`config.mk`:
```
export PLATFORM = sky130hd
export DESIGN_NAME = sp_addr_tracker
export DESIGN_NICKNAME = d
export VERILOG_FILES = /design/src/rtl/sp_trk_pkg.sv /design/src/rtl/sp_bit_deser.sv /design/src/rtl/sp_rd_mask.sv /design/src/rtl/sp_addr_tracker.sv
export SDC_FILE = /design/constraint.sdc
export NUM_CORES = 1
export LEC_CHECK = 0
export BUFFER_PORTS_ARGS = -buffer_cell sky130_fd_sc_hd__buf_2
export CAP_MARGIN = 10
export CORE_MARGIN = 5
export CORE_UTILIZATION = 40
export CTS_CLUSTER_SIZE = 40
export DETAILED_ROUTE_END_ITERATION = 8
export HOLD_SLACK_MARGIN = 0.05
export PLACE_DENSITY = 0.67
export SYNTH_ARGS = -nofsm -noshare
export SYNTH_HDL_FRONTEND = slang
export SYNTH_SLANG_ARGS = --single-unit
```
`constraint.sdc`:
```
create_clock -name clk -period 4.2 [get_ports clk]
set_input_delay 0.63 -clock clk [delete_from_list [all_inputs] [get_ports clk]]
set_output_delay 0.63 -clock clk [all_outputs]
set_load 0.005 [all_outputs]
```
`src/rtl/sp_trk_pkg.sv`:
```
package sp_trk_pkg;
    typedef enum logic [1:0] {
        ST_IDLE  = 2'd0,
        ST_RECV  = 2'd1,
        ST_FULL  = 2'd2,
        ST_ENDED = 2'd3
    } trk_state_t;
endpackage

```
`src/rtl/sp_bit_deser.sv`:
```
module sp_bit_deser #(
    parameter int BYTE_W = 8
) (
    input  logic              clk,
    input  logic              rst_n,
    input  logic              clr,
    input  logic              en,
    input  logic              bit_valid,
    input  logic              bit_data,
    output logic              byte_stb,
    output logic [BYTE_W-1:0] byte_q,
    output logic              partial
);
    localparam int CNT_W = $clog2(BYTE_W);
    localparam logic [CNT_W-1:0] CNT_TOP = CNT_W'(BYTE_W - 1);

    logic [CNT_W-1:0]  cnt;
    logic [BYTE_W-1:0] shreg;
    logic [BYTE_W-1:0] shnext;

    // least significant bit arrives first, so shift toward bit 0
    assign shnext  = {bit_data, shreg[BYTE_W-1:1]};
    assign partial = (cnt != '0);

    always_ff @(posedge clk or negedge rst_n) begin
        if (!rst_n) begin
            cnt      <= '0;
            shreg    <= '0;
            byte_q   <= '0;
            byte_stb <= 1'b0;
        end else if (clr) begin
            cnt      <= '0;
            byte_stb <= 1'b0;
        end else begin
            byte_stb <= 1'b0;
            if (en && bit_valid) begin
                shreg <= shnext;
                if (cnt == CNT_TOP) begin
                    cnt      <= '0;
                    byte_q   <= shnext;
                    byte_stb <= 1'b1;
                end else begin
                    cnt <= cnt + 1'b1;
                end
            end
        end
    end
endmodule

```
`src/rtl/sp_rd_mask.sv`:
```
module sp_rd_mask #(
    parameter int              AW       = 16,
    parameter int              DW       = 8,
    parameter logic [AW-1:0]   PW_FIRST = 16'h0200,
    parameter logic [AW-1:0]   PW_LAST  = 16'h021F
) (
    input  logic [AW-1:0] rd_addr,
    input  logic [DW-1:0] rd_raw,
    output logic [DW-1:0] rd_data
);
    logic hidden;

    always_comb begin
        hidden  = (rd_addr >= PW_FIRST) && (rd_addr <= PW_LAST);
        rd_data = hidden ? '0 : rd_raw;
    end
endmodule

```
`src/rtl/sp_addr_tracker.sv`:
```
module sp_addr_tracker
    import sp_trk_pkg::*;
#(
    parameter int                  ADDR_W   = 16,
    parameter int                  SP_DEPTH = 32,
    parameter int                  DW       = 8,
    parameter logic [ADDR_W-1:0]   PW_FIRST = 16'h0200,
    parameter logic [ADDR_W-1:0]   PW_LAST  = 16'h021F,
    localparam int                 HALF_W   = ADDR_W / 2,
    localparam int                 OFS_W    = $clog2(SP_DEPTH),
    localparam int                 ST_W     = OFS_W + 3
) (
    input  logic              clk,
    input  logic              rst_n,
    input  logic [HALF_W-1:0] addr_byte,
    input  logic              addr_lo_we,
    input  logic              addr_hi_we,
    input  logic              bit_valid,
    input  logic              bit_data,
    input  logic              xfer_end,
    input  logic              copy_req,
    input  logic [ADDR_W-1:0] rd_addr,
    input  logic [DW-1:0]     rd_raw,
    output logic [DW-1:0]     rd_data,
    output logic [ADDR_W-1:0] tgt_addr,
    output logic [ST_W-1:0]   status,
    output logic              sp_we,
    output logic [OFS_W-1:0]  sp_waddr,
    output logic [DW-1:0]     sp_wdata,
    output logic              copy_ok
);
    localparam logic [OFS_W-1:0] LAST_OFS = '1;

    trk_state_t       st, st_nxt;
    logic [OFS_W-1:0] wptr;
    logic [OFS_W-1:0] end_ofs;
    logic             pf_q;
    logic             done_q;
    logic             any_load;
    logic             rx_en;
    logic             byte_stb;
    logic [DW-1:0]    byte_q;
    logic             partial;
    logic             copy_fire;
    logic             ends_now;

    assign any_load = addr_lo_we | addr_hi_we;
    assign rx_en    = ((st == ST_RECV) || (st == ST_FULL)) && !any_load;
    assign ends_now = rx_en && xfer_end;

    sp_bit_deser #(.BYTE_W(DW)) u_deser (
        .clk      (clk),
        .rst_n    (rst_n),
        .clr      (any_load),
        .en       (rx_en),
        .bit_valid(bit_valid),
        .bit_data (bit_data),
        .byte_stb (byte_stb),
        .byte_q   (byte_q),
        .partial  (partial)
    );

    sp_rd_mask #(
        .AW      (ADDR_W),
        .DW      (DW),
        .PW_FIRST(PW_FIRST),
        .PW_LAST (PW_LAST)
    ) u_mask (
        .rd_addr(rd_addr),
        .rd_raw (rd_raw),
        .rd_data(rd_data)
    );

    // state register
    always_ff @(posedge clk or negedge rst_n) begin
        if (!rst_n) st <= ST_IDLE;
        else        st <= st_nxt;
    end

    // transitions
    always_comb begin
        st_nxt = st;
        if (addr_hi_we) begin
            st_nxt = ST_RECV;
        end else if (addr_lo_we) begin
            st_nxt = ST_IDLE;
        end else begin
            unique case (st)
                ST_IDLE:  st_nxt = ST_IDLE;
                ST_RECV: begin
                    if (xfer_end)                            st_nxt = ST_ENDED;
                    else if (byte_stb && wptr == LAST_OFS)   st_nxt = ST_FULL;
                end
                ST_FULL:  if (xfer_end) st_nxt = ST_ENDED;
                ST_ENDED: st_nxt = ST_ENDED;
            endcase
        end
    end

    // outputs
    always_comb begin
        sp_we     = (st == ST_RECV) && byte_stb && !any_load;
        sp_waddr  = wptr;
        sp_wdata  = byte_q;
        copy_ok   = (st == ST_ENDED) && (end_ofs == LAST_OFS);
        copy_fire = copy_ok && copy_req && !any_load;
        status    = {done_q, 1'b0, pf_q, end_ofs};
    end

    // address and status registers
    always_ff @(posedge clk or negedge rst_n) begin
        if (!rst_n) begin
            tgt_addr <= '0;
            wptr     <= '0;
            end_ofs  <= '0;
            pf_q     <= 1'b0;
            done_q   <= 1'b0;
        end else if (any_load) begin
            if (addr_lo_we) begin
                tgt_addr[HALF_W-1:0] <= addr_byte;
                wptr                 <= addr_byte[OFS_W-1:0];
            end
            if (addr_hi_we) tgt_addr[ADDR_W-1:HALF_W] <= addr_byte;
            end_ofs <= '0;
            pf_q    <= 1'b0;
            done_q  <= 1'b0;
        end else begin
            if (sp_we) begin
                end_ofs <= wptr;
                if (wptr != LAST_OFS) wptr <= wptr + 1'b1;
            end
            if (ends_now)  pf_q   <= partial;
            if (copy_fire) done_q <= 1'b1;
        end
    end
endmodule

```
* Yosys cells after proc, flatten, opt, wreduce, memory -nomap -nowiden
Index checks and enable logic that the tools add are counted.
** Operators by class
- Mux-type cells :: 23
- Equality and inequality tests :: 10
- Bitwise operators :: 2
- $lt $le $gt $ge :: 2
- Add/sub/neg operators :: 2
- Reductions and logical operators :: 25
** Operators with widths (count)
- $mux W5 :: 6
- $ge A16 B10 Y1 const B :: 1
- $le A16 B10 Y1 const B :: 1
- $eq A5 B5 Y1 const B :: 2
- $logic_and A1 B1 Y1 :: 10
- $mux W2 :: 5
- $reduce_bool A2 Y1 :: 5
- $mux W3 :: 3
- $mux W8 :: 1
- $pmux W2 S4 :: 1
- $reduce_and A2 Y1 :: 4
- $mux W1 :: 7
- $reduce_and A3 Y1 :: 2
- $add A5 B1 Y5 const B :: 1
- $ne A5 B4 Y1 const B :: 1
- $ne A5 B5 Y1 const B :: 1
- $eq A2 B2 Y1 const B :: 2
- $ne A4 B4 Y1 const B :: 1
- $add A3 B1 Y3 const B :: 1
- $eq A3 B3 Y1 const B :: 1
- $reduce_bool A3 Y1 :: 1
- $eq A2 B1 Y1 const B :: 1
- $logic_not A2 Y1 :: 1
- $ne A2 B2 Y1 const B :: 1
- other kinds (4) :: 4
** Storage, ports and cells
- Logic and storage cells :: 75
- Input port bits :: 40
- Bits in registers :: 50
- Output and inout port bits :: 47

* Logic depth before layout (Yosys ltp)
Gate-level depths: netlist of run 1.
- Word-level depth :: 7
- Gate-level depth with buffers :: 7
- Mapped depth without buffers :: 6

* Cells and area by module
Synthesis of run 1 repeated with hierarchy kept, for this count alone.
** Second synthesis, totals
- Cell total of the unflattened synthesis :: 198
- Area, all modules :: 2386.0 sq um
** By module, submodules not included
- sp_addr_tracker :: instances 1, cells an instance 125, area an instance 1452.6 sq um, sequential area each 750.7 sq um
- sp_bit_deser :: instances 1, cells an instance 54, area an instance 815.8 sq um, sequential area each 475.5 sq um
- sp_rd_mask :: instances 1, cells an instance 19, area an instance 117.6 sq um, sequential area each 0.0 sq um

* Worst setup path before layout of run 1
OpenSTA, ideal clock, no wires.
- Path type :: input to output
- Start :: in addr_lo_we
- End :: out sp_we
- Data required time :: 3.570 ns
- Arrival :: 1.421 ns
- Buffers on the path :: 3
- Setup slack :: 2.149 ns
- Stages on the path :: 5
- Cells stage by stage :: buf_6 > or2_1 > buf_6 > clkbuf_1 > nor2_1
** On the way
- Longest elaborated chain between the ends :: 3
** Ends and longest elaborated chain
- from (decl) :: RTL line sp_addr_tracker.sv:16 : input logic addr_lo_we,
- $or A1 B1 Y1 :: RTL line sp_addr_tracker.sv:47 : assign any_load = addr_lo_we | addr_hi_we;
- $logic_not A1 Y1 :: RTL line sp_addr_tracker.sv:102 : sp_we = (st == ST_RECV) && byte_stb && !any_load;
- $logic_and A1 B1 Y1 :: RTL line sp_addr_tracker.sv:102
- to (decl) :: RTL line sp_addr_tracker.sv:27 : output logic sp_we,
Every way passes these cells.

* Final worst setup path of run 1
Same ends and word-level chain as after synthesis.

==> results.sh, run 1 <==
export IMPL_cts_buffer_depth=2
export IMPL_cpPeakStageDelay_ns=0.58
export IMPL_grt_max_degree=50
export IMPL_cp_max_fo=20
export IMPL_htreeDepth=2
export IMPL_antenna_found_initial=0
export IMPL_grt_pass1_wl_mm=8.07
export IMPL_ys_warn_count=0
export IMPL_hold_end="u_deser.byte_q[0]"
export IMPL_ys_seq_area_share_pct=53.6
export IMPL_max_cap_viol_count=0
export IMPL_finalHoldViolCount=0
export IMPL_overflow=0
export IMPL_yosysTopAreaCellShare_pct=53.6
export IMPL_final_antenna_net_count=0
export IMPL_vias_per_cell=4.93
export IMPL_port_buffers=80
export IMPL_worstMarginPinSlew_ns=1.04
export IMPL_first_global_vias=1729
export IMPL_cp_start_kind="primary input"
export IMPL_critPathKind="in2out"
export IMPL_setup_viol=0
export IMPL_synthCells=187
export IMPL_critPathCaptureType="primary output"
export IMPL_clock_sinks=49
export IMPL_cts_buffers=5
export IMPL_crit_arrival_ns=1.82
export IMPL_synth_area_top_cells="dfrtp_1 54%, mux2_2 16%, ha_1 4.9%"
export IMPL_rr_endpoint="sp_waddr[4]"
export IMPL_areaGrowthSynthToFinish_pct=22.6
export IMPL_syn_area_per_cell_um2=12.2
export IMPL_synth_seq_cells=49
export IMPL_hold_buffers=0
export IMPL_hp_start="u_deser.byte_q[0]"
export IMPL_powerDensity_nw_per_um2=357
export IMPL_clk_latency_ns=0.30
export IMPL_dpl_worst_slack_ns=1.73
export IMPL_routed_wl_mm=4.82
export IMPL_gp_congestion=0.715
export IMPL_async_flop_share_pct=100
export IMPL_relSlewSlack_pct=30.4
export IMPL_core_area_um2=5540
export IMPL_start_util_pct=41.3
export IMPL_cts_root_buf="clkbuf_8"
export IMPL_cts_tree="built"
export IMPL_fin_worst_skew_ns=0.00334
export IMPL_wire_per_inst_um=14.4
export IMPL_first_iter_violations=82
export IMPL_die_x_um=85.6
export IMPL_rsz0062_at_grt="false"
export IMPL_fin_ws_ns=1.75
export IMPL_syn_area_um2=2290
export IMPL_required_ns=3.57
export IMPL_holdPathStages=1
export IMPL_fmax_mhz=408
export IMPL_r2r_start="sp_waddr[0]"
export IMPL_path_clk_slew_ns=0.08
export IMPL_synth_distinct_cells=41
export IMPL_rows=27
export IMPL_vdd_drop_max_mv=0.174
export IMPL_io_pins=87
export IMPL_drive_gt1_share_pct=48.3
export IMPL_final_cell_mix="80 x buf_2, 49 x dfrtp_1, 32 x mux2_2"
export IMPL_period_needed_ns=2.45
export IMPL_syn_nets=236
export IMPL_post_cts_buffers=0
export IMPL_status="completed"
export IMPL_post_cts_resized=0
export IMPL_dr_pass1_iters=4
export IMPL_dp_hpwl_mm=3.63
export IMPL_r2r_cells=6
export IMPL_p_leak_uw=0.00142
export IMPL_slew_violations=0
export IMPL_num_vias=1652
export IMPL_synth_area_leader_cell="dfrtp_1"
export IMPL_crit_top_cell="buf_2"
export IMPL_drc_errors=0
export IMPL_hold_class="reg2reg"
export IMPL_crit_path_cell_trace="buf_2, or2_1, nor2_1, buf_2"
export IMPL_nets=311
export IMPL_cp_slowest_cell="or2_1"
export IMPL_grt_use_total_pct=13.8
export IMPL_n_antenna_cell=0
export IMPL_ys_flop_type="dfrtp_1"
export IMPL_die_area_um2=7330
export IMPL_die_h_um=85.6
export IMPL_tns_ns=0
export IMPL_nFillCells=532
export IMPL_fin_crit_sh_pct=58.3
export IMPL_ff2ff_setup_slack_ns=2.20
export IMPL_mostFrequentLayoutCell="buf_2"
export IMPL_final_util_pct=50.6
export IMPL_synth_edf_count=0
[sequential cells by signal, indices dropped and copies added (netlist names)]
name              flops
u_deser.byte_q        8
tgt_addr             16
end_ofs               5
sp_waddr              5
u_deser.byte_stb      1
u_deser.cnt           3
pf_q                  1
done_q                1
u_deser.shreg         7
st                    2
[worst max path at each step]
| stage | start | endpoint | slack (ns) | cells after the start |
|---|---|---|---|---|
| floorplan | addr_lo_we | sp_we | 2.15 | 5 |
| CTS | addr_lo_we | sp_we | 1.73 | 4 |
| finish | addr_lo_we | sp_we | 1.75 | 4 |
| global route | addr_lo_we | sp_we | 1.64 | 4 |
| detailed placement | addr_lo_we | sp_we | 1.73 | 4 |
| global placement | addr_lo_we | sp_we | 1.74 | 4 |
[Yosys cell counts, types with 3 or more instances]
| cell type | n |
|---|---|
| buf_4 | 3 |
| o21ai_0 | 3 |
| mux2_2 | 32 |
| ha_1 | 9 |
| dfrtp_1 | 49 |
| clkbuf_1 | 4 |
| nand2_1 | 11 |
| nor2_1 | 6 |
| nand3_1 | 6 |
| inv_1 | 9 |
| and2_1 | 8 |
| a21oi_1 | 7 |
[logic make-up after synthesis]
kind of cell | share of synthesized area (%)
compound gates | 7.11
xor+xnor | 0.383
fa+ha+maj | 4.92
buf+inv | 4.70
flops | 53.6
mux | 17.1
other cells | 0.164
simple gates | 12.0
[through the flow]
step | power, uW | hold slack [ns] | area (um2) | instances
floorplan | 645 | 0.334 | 2290 | 187
global placement | 712 | 0.481 | 2700 | 327
detailed placement | 718 | 0.488 | 2700 | 327
CTS | 1020 | 0.508 | 2810 | 335
global route | 1060 | 0.528 | 2810 | 335
finish | 1000 | 0.503 | 2810 | 335
[routing by layer]
metal / vias to the layer above / share of wire (%) / global-route usage, %
met4: 0 / 1.8 / 5.61
met2: 57 / 48 / 23.3
li1: 801 / - / -
met5: - / 0 / 0
met1: 788 / 43 / 16.2
met3: 6 / 7.9 / 4.61
[worst max-delay path: cells and delay by family]
kind / cells / cell delay (ns)
buf+inv: 2 / 0.48
simple gates: 2 / 0.70
[cell type report]
type	count	area (um2)	share of cell area, %
sequential	49	1230	43.7
multi-input combinational	117	953	34.0
timing repair buffer	80	400	14.3
clock buffer	7	96.3	3.43
tap	72	90.1	3.21
inverter	9	33.8	1.20
clock inverter	1	5.00	0.178
[power breakdown]
part	switching [uW]	leakage, uW	internal (uW)
Combinational	65.1	0.000738	84.9
Sequential	34.8	0.000627	520
Clock	149	0.0000542	149
No activity file was read; power rests on OpenSTA's default activity.
==> run 2: changes to the inputs <==
--- a/config.mk
+++ b/config.mk
@@ -12,7 +12,7 @@
 export CTS_CLUSTER_SIZE = 40
 export DETAILED_ROUTE_END_ITERATION = 8
 export HOLD_SLACK_MARGIN = 0.05
-export PLACE_DENSITY = 0.67
+export PLACE_DENSITY = 0.7
 export SYNTH_ARGS = -nofsm -noshare
 export SYNTH_HDL_FRONTEND = slang
 export SYNTH_SLANG_ARGS = --single-unit
==> constraint.sdc (replaced) <==
create_clock -name clk -period 2.1 [get_ports clk]
set_input_delay 0.315 -clock clk [delete_from_list [all_inputs] [get_ports clk]]
set_output_delay 0.315 -clock clk [all_outputs]
set_load 0.005 [all_outputs]
==> results.sh, run 2 (same netlist as run 1, synthesis figures left out) <==
export IMPL_status="completed"
export IMPL_cts_buffers=5
export IMPL_rsz0062_at_grt="false"
export IMPL_largest_register="tgt_addr"
export IMPL_fin_worst_skew_ns=0.00605
export IMPL_final_cell_count_no_fill=341
export IMPL_start_util_pct=41.3
export IMPL_gp_congestion=0.730
export IMPL_overflow=0
export IMPL_crit_arrival_ns=2.08
export IMPL_cts_buffer_depth=2
export IMPL_grt_max_degree=50
export IMPL_max_cap_viol_count=0
export IMPL_areaGrowthSynthToFinish_pct=24.3
export IMPL_routed_wl_mm=4.86
export IMPL_cpPeakStageDelay_ns=0.41
export IMPL_fmax_mhz=527
export IMPL_finalHoldViolCount=0
export IMPL_drc_errors=0
export IMPL_htreeDepth=2
export IMPL_first_iter_violations=68
export IMPL_crit_path_cell_trace="ha_1, and3_1, ha_1, and4bb_2, nor2_1, mux2_2"
export IMPL_rows=27
export IMPL_r2r_cells=6
export IMPL_clock_sinks=49
export IMPL_totalPowerFinal_uw=1970
export IMPL_relSlewSlack_pct=58.9
export IMPL_hold_class="in2async"
export IMPL_nets=318
export IMPL_hold_buffers=0
export IMPL_mostFrequentLayoutCell="buf_2"
export IMPL_grt_pass1_wl_mm=8.10
export IMPL_reg_largest_list="tgt_addr (16), u_deser.byte_q (8), u_deser.shreg (7)"
export IMPL_critPathCaptureType="register"
export IMPL_crit_top_cell="ha_1"
export IMPL_cts_tree="built"
export IMPL_cp_start_kind="register"
export IMPL_path_clk_slew_ns=0.08
export IMPL_clk_latency_ns=0.29
export IMPL_slew_violations=0
export IMPL_first_global_vias=1695
export IMPL_drive_gt1_share_pct=49.1
export IMPL_n_antenna_cell=0
export IMPL_critPathKind="reg2reg"
export IMPL_p_leak_uw=0.00144
export IMPL_dp_hpwl_mm=3.66
export IMPL_dr_pass1_iters=4
export IMPL_die_x_um=85.6
export IMPL_post_cts_resized=0
export IMPL_final_antenna_net_count=0
export IMPL_powerDensity_nw_per_um2=692
export IMPL_die_h_um=85.6
export IMPL_fin_crit_sh_pct=90.3
export IMPL_fin_ws_ns=0.203
export IMPL_setup_viol=0
export IMPL_worstMarginPinSlew_ns=0.617
export IMPL_cts_root_buf="clkbuf_8"
export IMPL_cp_max_fo=5
export IMPL_post_cts_buffers=0
export IMPL_die_area_um2=7330
export IMPL_largest_reg_flops=16
export IMPL_vias_per_cell=5.00
export IMPL_dpl_worst_slack_ns=0.204
export IMPL_required_ns=2.28
export IMPL_wire_per_inst_um=14.2
export IMPL_grt_use_total_pct=13.7
export IMPL_port_buffers=80
export IMPL_final_cell_mix="80 x buf_2, 49 x dfrtp_1, 32 x mux2_2"
export IMPL_io_pins=87
export IMPL_cp_slowest_cell="dfrtp_1"
export IMPL_dp_cells=334
export IMPL_vdd_drop_max_mv=0.367
export IMPL_holdWs_ns=0.108
export IMPL_num_vias=1705
export IMPL_period_needed_ns=1.90
export IMPL_tns_ns=0
export IMPL_antenna_found_initial=0
export IMPL_core_area_um2=5540
==> run 2: cell types whose count changed in the layout (fill, tap and decap cells not counted) <==
| cell | before | now |
|---|---|---|
| buf_4 | 0 | 7 |
| clkbuf_1 | 0 | 1 |
| clkbuf_8 | 7 | 6 |
| clkinv_2 | 1 | 0 |
==> run 2: area by class of cell <==
class	count	area [um2]
Fill cell	518	2700
Timing Repair Buffer	87	453
Clock buffer	7	86.3
Tap cell	72	90.1
Inverter	9	33.8
Multi-Input combinational cell	117	953
Sequential cell	49	1230
==> run 2: power by group <==
| group | internal [uW] | switching (uW) |
|---|---|---|
| clock network | 262 | 285 |
| logic | 180 | 135 |
| registers | 1040 | 66.6 |
==> run 2: critical path, delay by kind of cell (launching register included) <==
family                     cells  cell delay (ns)
DFF                            1             0.41
and+or+nand+nor                3             0.66
muxes                          1             0.37
adders and majority gates      2             0.36
==> run 2: path summary, 6_finish.rpt <==
path                              startpoint                end  slack, ns
setup / recovery                 sp_waddr[1]        sp_waddr[4]       0.20
setup reg to reg                 sp_waddr[1]        sp_waddr[4]       0.20
hold / removal                         rst_n        tgt_addr[7]       0.11
max in group asynchronous              rst_n        tgt_addr[3]       1.57
min in group clk                addr_byte[0]        tgt_addr[0]       0.26
hold reg to reg            u_deser.byte_q[3]  u_deser.byte_q[3]       0.50
==> run 2: metal layers <==
| layer | vias to the layer above | global-route usage, % | part of all wire [%] |
|---|---|---|---|
| met2 | 69 | 22.2 | 47 |
| met4 | 0 | 5.04 | 1.5 |
| met3 | 6 | 4.42 | 9.7 |
| met1 | 814 | 17.1 | 42 |
| li1 | 816 | - | - |
| met5 | - | 0 | 0 |
==> run 2: metrics by stage <==
stage | instance area (um2) | utilization [%]
6_report | 2840 | 51.3
5_1_grt | 2840 | 51.3
4_1_cts | 2840 | 51.3
3_5_place_dp | 2760 | 49.8
3_3_place_gp | 2760 | 49.8
2_1_floorplan | 2290 | -
==> run 3: changes to the inputs <==
--- a/config.mk
+++ b/config.mk
@@ -13,6 +13,7 @@
 export DETAILED_ROUTE_END_ITERATION = 8
 export HOLD_SLACK_MARGIN = 0.05
 export PLACE_DENSITY = 0.7
+export REMOVE_ABC_BUFFERS = 1
 export SYNTH_ARGS = -nofsm -noshare
 export SYNTH_HDL_FRONTEND = slang
 export SYNTH_SLANG_ARGS = --single-unit
==> results.sh, run 3 (same netlist as run 1, synthesis figures left out) <==
export IMPL_status="completed"
export IMPL_cts_root_buf="clkbuf_8"
export IMPL_routed_wl_mm=5.01
export IMPL_areaGrowthSynthToFinish_pct=24.2
export IMPL_num_vias=1697
export IMPL_vdd_drop_max_mv=0.387
export IMPL_final_cell_mix="80 x buf_2, 49 x dfrtp_1, 32 x mux2_2"
export IMPL_slew_violations=0
export IMPL_crit_path_cell_trace="ha_1, and3_1, ha_1, and4bb_2, nor2_2, mux2_2"
export IMPL_reg_largest_list="tgt_addr (16), u_deser.byte_q (8), u_deser.shreg (7)"
export IMPL_hold_class="in2reg"
export IMPL_fin_ws_ns=0.192
export IMPL_fin_crit_sh_pct=90.9
export IMPL_finalHoldViolCount=0
export IMPL_first_iter_violations=74
export IMPL_htreeDepth=2
export IMPL_dp_hpwl_mm=3.79
export IMPL_rsz0062_at_grt="false"
export IMPL_clk_latency_ns=0.30
export IMPL_core_area_um2=5540
export IMPL_crit_top_cell="ha_1"
export IMPL_r2r_cells=6
export IMPL_totalPowerFinal_uw=1980
export IMPL_grt_pass1_wl_mm=8.32
export IMPL_dr_pass1_iters=6
export IMPL_critPathCaptureType="register"
export IMPL_critPathKind="reg2reg"
export IMPL_die_h_um=85.6
export IMPL_drc_errors=0
export IMPL_nets=317
export IMPL_antenna_found_initial=0
export IMPL_overflow=0
export IMPL_period_needed_ns=1.91
export IMPL_p_leak_uw=0.00144
export IMPL_clock_sinks=49
export IMPL_cts_buffers=5
export IMPL_drive_gt1_share_pct=48.9
export IMPL_io_pins=87
export IMPL_vias_per_cell=4.99
export IMPL_stdcell_area_um2=2840
export IMPL_rows=27
export IMPL_fin_worst_skew_ns=0.0105
export IMPL_max_cap_viol_count=0
export IMPL_final_util_pct=51.3
export IMPL_fmax_mhz=524
export IMPL_gp_congestion=0.797
export IMPL_dpl_worst_slack_ns=0.132
export IMPL_largest_register="tgt_addr"
export IMPL_setup_viol=0
export IMPL_first_global_vias=1853
export IMPL_mostFrequentLayoutCell="buf_2"
export IMPL_largest_reg_flops=16
export IMPL_post_cts_buffers=0
export IMPL_powerDensity_nw_per_um2=698
export IMPL_n_antenna_cell=0
export IMPL_cp_max_fo=5
export IMPL_cts_buffer_depth=2
export IMPL_die_area_um2=7330
export IMPL_placed_area_um2=2740
export IMPL_tns_ns=0
export IMPL_cts_tree="built"
export IMPL_final_antenna_net_count=0
export IMPL_required_ns=2.30
export IMPL_grt_max_degree=21
export IMPL_port_buffers=80
export IMPL_crit_arrival_ns=2.10
export IMPL_start_util_pct=41.3
export IMPL_seq_area_um2=1230
export IMPL_nFillCells=495
export IMPL_cp_slowest_cell="dfrtp_1"
export IMPL_multi_input_comb_area_um2=956
export IMPL_cp_start_kind="register"
export IMPL_path_clk_slew_ns=0.09
export IMPL_grt_use_total_pct=14.3
export IMPL_holdPathStages=3
export IMPL_wire_per_inst_um=14.7
export IMPL_die_x_um=85.6
export IMPL_cpPeakStageDelay_ns=0.44
==> run 3: cell types whose count changed in the layout (fill, tap and decap cells not counted), sizes merged <==
cell	delta
dlygate4sd3	+1
buf	-2
==> run 3: path summary, 6_finish.rpt <==
path	slack, ns	startpoint	to
setup / recovery	0.19	sp_waddr[0]	sp_waddr[1]
hold / removal	0.25	addr_byte[0]	sp_waddr[0]
setup reg to reg	0.19	sp_waddr[0]	sp_waddr[1]
hold reg to reg	0.50	u_deser.byte_q[2]	u_deser.byte_q[2]
max in group asynchronous	1.04	rst_n	tgt_addr[8]
min in group asynchronous	0.48	rst_n	end_ofs[1]
==> run 3: worst max-delay path, delay by kind of cell (launching register included) <==
kind                     cells  cell delay, ns
multiplexers                 1            0.36
adder cells (fa/ha/maj)      2            0.37
flip-flops                   1            0.44
AND/OR/NAND/NOR              3            0.62
==> run 3: final cells by class <==
type                       instances  area share (%)
sequential                        49            43.2
clock buffer                       7            3.04
timing repair buffer              86            15.8
multi-input combinational        117            33.7
tap                               72            3.17
inverter                           9            1.19
==> run 3: stage by stage <==
stage	hold WS, ns	cells
final	0.251	340
after CTS	0.248	340
after global routing	0.253	340
after detailed placement	0.291	332
after floorplan	0.0194	175
after global placement	0.288	332
==> run 3: what timing repair did <==
action	in CTS	in global routing
setup endpoints to repair	0	1
hold buffers	1	0
resized for setup	0	1
hold endpoints to repair	18	0
==> run 3: layer usage <==
metal / share of wire [%] / global-route usage, %
met1: 38 / 14.8
met2: 50 / 25.7
met3: 9.1 / 4.71
met4: 2.6 / 6.91
met5: 0 / 0
==> run 3: power by group <==
part	leakage, uW	switching [uW]	internal (uW)	total [uW]
Combinational	0.000766	133	177	310
Sequential	0.000627	71.8	1040	1110
Clock	0.0000443	299	262	561
Total	0.00144	504	1480	1980
